==> src/rtl/card_irq_pkg.sv <==
package card_irq_pkg;
  localparam int BYTE_W  = 8;
  localparam int VCC_W   = 2;
  localparam int SYNC_N  = 2;

  typedef struct packed {
    logic       present;
    logic       overload;
    logic       pending;
    logic [4:0] zero;
  } status_t;

  // Address field is the top three bits: 0xx or 101 selects this chip.
  function automatic logic addr_hit(input logic [BYTE_W-1:0] b);
    return (b[BYTE_W-1] == 1'b0) || (b[BYTE_W-1 -: 3] == 3'b101);
  endfunction
endpackage

==> src/rtl/card_irq_sync.sv <==
module card_irq_sync #(
  parameter int           W      = 1,
  parameter int           STAGES = 2,
  parameter logic [W-1:0] RST_V  = '0
) (
  input  logic         clk,
  input  logic         rst,
  input  logic [W-1:0] d,
  output logic [W-1:0] q
);
  logic [W-1:0] chain [STAGES];

  genvar g;
  generate
    for (g = 0; g < STAGES; g++) begin : g_stage
      always_ff @(posedge clk) begin
        if (rst)         chain[g] <= RST_V;
        else if (g == 0) chain[g] <= d;
        else             chain[g] <= chain[(g > 0) ? g-1 : 0];
      end
    end
  endgenerate

  assign q = chain[STAGES-1];
endmodule

==> src/rtl/card_irq_serial.sv <==
module card_irq_serial
  import card_irq_pkg::*;
#(
  parameter int BW = BYTE_W
) (
  input  logic          clk,
  input  logic          rst,
  input  logic          cs_s,
  input  logic          sclk_s,
  input  logic          mosi_s,
  input  logic [BW-1:0] status,
  output logic          cmd_vld,
  output logic [BW-1:0] cmd,
  output logic          miso
);
  localparam int CNT_W = $clog2(BW + 1);
  localparam logic [CNT_W-1:0] FULL = CNT_W'(BW);

  logic            cs_q, sclk_q;
  logic [BW-1:0]   rx_sh, tx_sh;
  logic [CNT_W-1:0] nbits;
  logic            cs_fall, cs_rise, sck_rise;

  assign cs_fall  = ~cs_s & cs_q;
  assign cs_rise  = cs_s & ~cs_q;
  assign sck_rise = sclk_s & ~sclk_q & ~cs_s;

  always_ff @(posedge clk) begin
    if (rst) begin
      cs_q   <= 1'b1;
      sclk_q <= 1'b0;
      rx_sh  <= '0;
      tx_sh  <= '0;
      nbits  <= '0;
      miso   <= 1'b0;
    end else begin
      cs_q   <= cs_s;
      sclk_q <= sclk_s;
      if (cs_fall) begin
        tx_sh <= status;
        rx_sh <= '0;
        nbits <= '0;
      end else if (sck_rise) begin
        rx_sh <= {rx_sh[BW-2:0], mosi_s};
        tx_sh <= {tx_sh[BW-2:0], 1'b0};
        if (nbits != FULL) nbits <= nbits + 1'b1;
      end
      miso <= tx_sh[BW-1];
    end
  end

  assign cmd     = rx_sh;
  assign cmd_vld = cs_rise && (nbits == FULL) && addr_hit(rx_sh);

  // with select held high across two samples, nothing is committed
  a_r10_idle_no_cmd: assert property (@(posedge clk) disable iff (rst)
    (cs_s && cs_q) |-> !cmd_vld);
  // a committed command always carries a selecting address
  a_r6_addr_ok: assert property (@(posedge clk) disable iff (rst)
    cmd_vld |-> (!cmd[BW-1] || cmd[BW-1 -: 3] == 3'b101));
endmodule

==> src/rtl/card_irq_core.sv <==
module card_irq_core
  import card_irq_pkg::*;
#(
  parameter int VW = VCC_W
) (
  input  logic          clk,
  input  logic          rst,
  input  logic          det_s,
  input  logic          ovl_s,
  input  logic          ack,
  input  logic [VW-1:0] wr_val,
  output logic          irq_n,
  output logic [VW-1:0] vcc_sel,
  output logic          pwr_dn,
  output logic          pending
);
  logic det_q, ovl_q;
  logic ins_ev, ext_ev, ovl_ev, fault, any_ev, pend_nx;

  assign ins_ev  = det_s & ~det_q;
  assign ext_ev  = ~det_s & det_q;
  assign ovl_ev  = ovl_s & ~ovl_q;
  assign fault   = ext_ev | ovl_ev;
  assign any_ev  = ins_ev | fault;
  assign pend_nx = any_ev ? 1'b1 : (ack ? 1'b0 : pending);

  always_ff @(posedge clk) begin
    if (rst) begin
      det_q   <= 1'b0;
      ovl_q   <= 1'b0;
      pending <= 1'b0;
      irq_n   <= 1'b1;
      vcc_sel <= '0;
      pwr_dn  <= 1'b0;
    end else begin
      det_q   <= det_s;
      ovl_q   <= ovl_s;
      pending <= pend_nx;
      irq_n   <= ~pend_nx;
      pwr_dn  <= fault;
      if (fault)    vcc_sel <= '0;
      else if (ack) vcc_sel <= wr_val;
    end
  end

  a_r2_card_edge_irq: assert property (@(posedge clk) disable iff (rst)
    (ins_ev || ext_ev) |=> !irq_n);
  a_r3_overload_off: assert property (@(posedge clk) disable iff (rst)
    ovl_ev |=> (!irq_n && vcc_sel == '0 && pwr_dn));
  a_r4_extract_off: assert property (@(posedge clk) disable iff (rst)
    ext_ev |=> (vcc_sel == '0 && pwr_dn));
  a_r7_ack_release: assert property (@(posedge clk) disable iff (rst)
    (ack && !any_ev) |=> (irq_n && vcc_sel == $past(wr_val)));
  a_r8_event_wins: assert property (@(posedge clk) disable iff (rst)
    (ack && any_ev) |=> !irq_n);
  a_r9_hold_low: assert property (@(posedge clk) disable iff (rst)
    (!irq_n && !ack) |=> !irq_n);
  a_r7_supply_stable: assert property (@(posedge clk) disable iff (rst)
    (!ack && !fault) |=> $stable(vcc_sel));
endmodule

==> src/rtl/card_irq_ctrl.sv <==
module card_irq_ctrl
  import card_irq_pkg::*;
(
  input  logic             clk,
  input  logic             rst,
  input  logic             card_det,
  input  logic             ovl_flag,
  input  logic             cs_n,
  input  logic             sclk,
  input  logic             mosi,
  output logic             irq_n,
  output logic [VCC_W-1:0] vcc_sel,
  output logic             pwr_dn,
  output logic             miso
);
  logic [1:0]        card_s;
  logic [2:0]        host_s;
  logic              ack, pending;
  logic [BYTE_W-1:0] cmd;
  status_t           stat;

  card_irq_sync #(.W(2), .STAGES(SYNC_N), .RST_V(2'b00)) u_card_sync (
    .clk(clk), .rst(rst), .d({card_det, ovl_flag}), .q(card_s));

  card_irq_sync #(.W(3), .STAGES(SYNC_N), .RST_V(3'b100)) u_host_sync (
    .clk(clk), .rst(rst), .d({cs_n, sclk, mosi}), .q(host_s));

  assign stat = '{present: card_s[1], overload: card_s[0],
                  pending: pending, zero: 5'd0};

  card_irq_serial #(.BW(BYTE_W)) u_serial (
    .clk(clk), .rst(rst), .cs_s(host_s[2]), .sclk_s(host_s[1]),
    .mosi_s(host_s[0]), .status(stat), .cmd_vld(ack), .cmd(cmd),
    .miso(miso));

  card_irq_core #(.VW(VCC_W)) u_core (
    .clk(clk), .rst(rst), .det_s(card_s[1]), .ovl_s(card_s[0]),
    .ack(ack), .wr_val(cmd[VCC_W-1:0]), .irq_n(irq_n),
    .vcc_sel(vcc_sel), .pwr_dn(pwr_dn), .pending(pending));
endmodule

==> config.mk <==
export PLATFORM = sky130hd
export DESIGN_NAME = card_irq_ctrl
export DESIGN_NICKNAME = d
export VERILOG_FILES = /design/src/rtl/card_irq_pkg.sv /design/src/rtl/card_irq_sync.sv /design/src/rtl/card_irq_serial.sv /design/src/rtl/card_irq_core.sv /design/src/rtl/card_irq_ctrl.sv
export SDC_FILE = /design/constraint.sdc
export NUM_CORES = 1
export LEC_CHECK = 0
export ABC_AREA = 1
export BUFFER_PORTS_ARGS = -buffer_cell sky130_fd_sc_hd__buf_2
export CAP_MARGIN = 5
export CORE_ASPECT_RATIO = 1.2
export CORE_MARGIN = 5
export CORE_UTILIZATION = 61
export CTS_CLUSTER_SIZE = 28
export DETAILED_ROUTE_END_ITERATION = 12
export PLACE_DENSITY = 0.81
export SLEW_MARGIN = 0
export SYNTH_ARGS = -nofsm -noshare
export SYNTH_HDL_FRONTEND = slang
export SYNTH_SLANG_ARGS = --single-unit
==> constraint.sdc <==
create_clock -name clk -period 3.1 [get_ports clk]
set_input_delay 0.465 -clock clk [delete_from_list [all_inputs] [get_ports clk]]
set_output_delay 0.465 -clock clk [all_outputs]
set_load 0.05 [all_outputs]
==> run metrics <==
outcome=finished clean; first-pass GRT wire length=4060 um; final hold vios=0; FP Rows=19; Slew Viols, Final=0; Critical Path Fanout Max=2; skew final=0.00746 ns; CP Class=flip-flop to output port; drt total wl=2240 um; most frequent cells in the layout=nand2_1 (44), dfxtp_1 (35), inv_1 (23); critical path's slowest cell=dfxtp_1; CTS Buf Count=5; placed cell area=0.00145 mm^2; full die area=0.00334 mm^2; Final Cycle Share=44.8%; Bufs and invs on worst path=1; final setup fails=0; Tightest Pin Transition=0.313 ns; Netlist Area Pre-Place=0.00139 mm^2; Syn-to-layout area delta=9.25%; CTS resizes=0; RSZ-0062 raised after global routing=no; DR vias/cell=4.62; commonest non-fill, non-tap cell in the layout=nand2_1; hold_buf cts=0; PwrDens=532 mW/mm^2; worst ir drop on vdd=0.369 mV; # clock sinks=35; Hold WC Path Type=input port to flip-flop; Post-CTS Setup Bufs=0; Pre-antenna DRT Iters=4; setup TNS=0 ns; clock transition at the registers of the reported paths=0.09 ns; Detail Route Antenna Nets=0; fillcell total=200; TritonCTS clock tree=built; sequential area share after synthesis=50.3%; # port buffers=11; leak pwr=0.000624 uW; clk_lat worst skew=0.32 ns; critical path arrival=0.92 ns; DP Wirelength=1690 um; initial antenna violation count=0; diodes inserted=0; Mapped Cells=168; fin nets=191; DRC Markers=0; RD Place Congestion=0.733; Req. time, crit path=2.63 ns; synth unique cells=24; CORE AREA=0.00223 mm^2; critical path, cell by cell=buf_2; FMAX=0.721 GHz; Synth Register Bits=35; gr usage total=16.4%; DIE WIDTH=53.6 um; via count=985; final instance area=0.00152 mm^2; share of cells above drive strength 1=24.7%; syn nets=177; Startpoint Class=flip-flop; Avg Inst Size Synth=8.30 um^2; Yosys warning count=0; Clk Tree Root Cell=clkbuf_4; initial core utilization=62.4%; # H-tree levels=2; vias in the first global route=1001; CP delay by family, top=flip-flops; die height=62.4 um; Initial DRC Count=26; largest net degree at the start of global routing=21; worst rel slew slack=78.9%; routed length per instance=10.5 um; Final min period=1.39 ns; grt ovf=0; Crit. End Element=output port; Clock Tree Buf Depth=2; slowest stage delay, CP=0.34 ns; io pins=12; max-cap violations=0
==> report_power, final <==
part           leakage [uW]  switching [uW]  internal [uW]
Clock             0.0000383             136            166
Combinational      0.000300            29.9           12.4
Sequential         0.000285            4.91            460
==> state kept, by name (all words and copies together), names as in the netlist <==
signal             count
u_serial.miso          1
u_core.irq_n           1
u_core.det_q           1
u_serial.nbits         4
u_core.vcc_sel         2
u_core.pwr_dn          1
u_serial.tx_sh         3
u_host_sync.chain      6
u_serial.sclk_q        1
u_core.ovl_q           1
u_serial.cs_q          1
u_core.pending         1
u_card_sync.chain      4
u_serial.cmd           8
==> cell usage after synthesis (all sizes together) <==
cell / n / share of area, %
nand2: 48 / 14
a21oi: 14 / 8.3
dfxtp: 35 / 50
nand4: 1 / 0.45
nor2: 26 / 8.1
or2: 2 / 0.90
xor2: 1 / 0.63
a211oi: 1 / 0.90
ha: 2 / 1.8
o21ai: 3 / 1.1
nand3: 6 / 3.8
inv: 25 / 6.9
buf: 4 / 2.6
==> layout make-up <==
class / count / area, um^2 / area share (%)
Sequential cell: 35 / 701 / 46.0
Multi-Input combinational cell: 104 / 561 / 36.8
Inverter: 25 / 96.3 / 6.33
Timing Repair Buffer: 11 / 55.1 / 3.62
Clock buffer: 6 / 41.3 / 2.71
Tap cell: 31 / 38.8 / 2.55
Clock inverter: 1 / 30.0 / 1.97
==> logic make-up (layout without fill, tap and decap cells) <==
kind of cell | count (synthesis) | count (layout) | synth area share (%)
AOI/OAI and AO/OA | 18 | 18 | 10.2
xor gates and xnor gates | 1 | 1 | 0.628
adders and majority gates | 2 | 2 | 1.80
buffers and inverters | 29 | 43 | 9.51
DFF | 35 | 35 | 50.3
and+or+nand+nor | 83 | 83 | 27.6
==> stage by stage <==
stage | instances | util (%) | setup WS, ns | total power, uW | hold WS (ns)
final | 213 | 68.1 | 1.71 | 810 | 0.323
after CTS | 213 | 68.1 | 1.69 | 819 | 0.310
after global placement | 206 | 64.9 | 1.78 | 517 | 0.393
after global routing | 213 | 68.1 | 1.65 | 846 | 0.300
after floorplan | 168 | - | 1.95 | 511 | 0.388
after detailed placement | 206 | 64.9 | 1.74 | 519 | 0.401
==> path summary, 6_finish.rpt <==
path	slack [ns]	to	startpoint	cells after the start
min reg2reg	0.41	u_card_sync.chain[1][0]	u_card_sync.chain[0][0]	2
max reg2reg	1.78	u_serial.nbits[0]	u_serial.nbits[0]	7
min	0.32	u_host_sync.chain[0][2]	cs_n	2
max	1.71	vcc_sel[0]	u_core.vcc_sel[0]	1
==> layer usage <==
layer	global-route usage (%)	wire length (um)	vias to the layer above
met5	0	0	-
met4	6.71	35	0
met3	5.02	88	6
met2	29.1	1210	14
met1	17.1	903	435
li1	-	-	530
No activity file was read; power rests on OpenSTA's default activity.
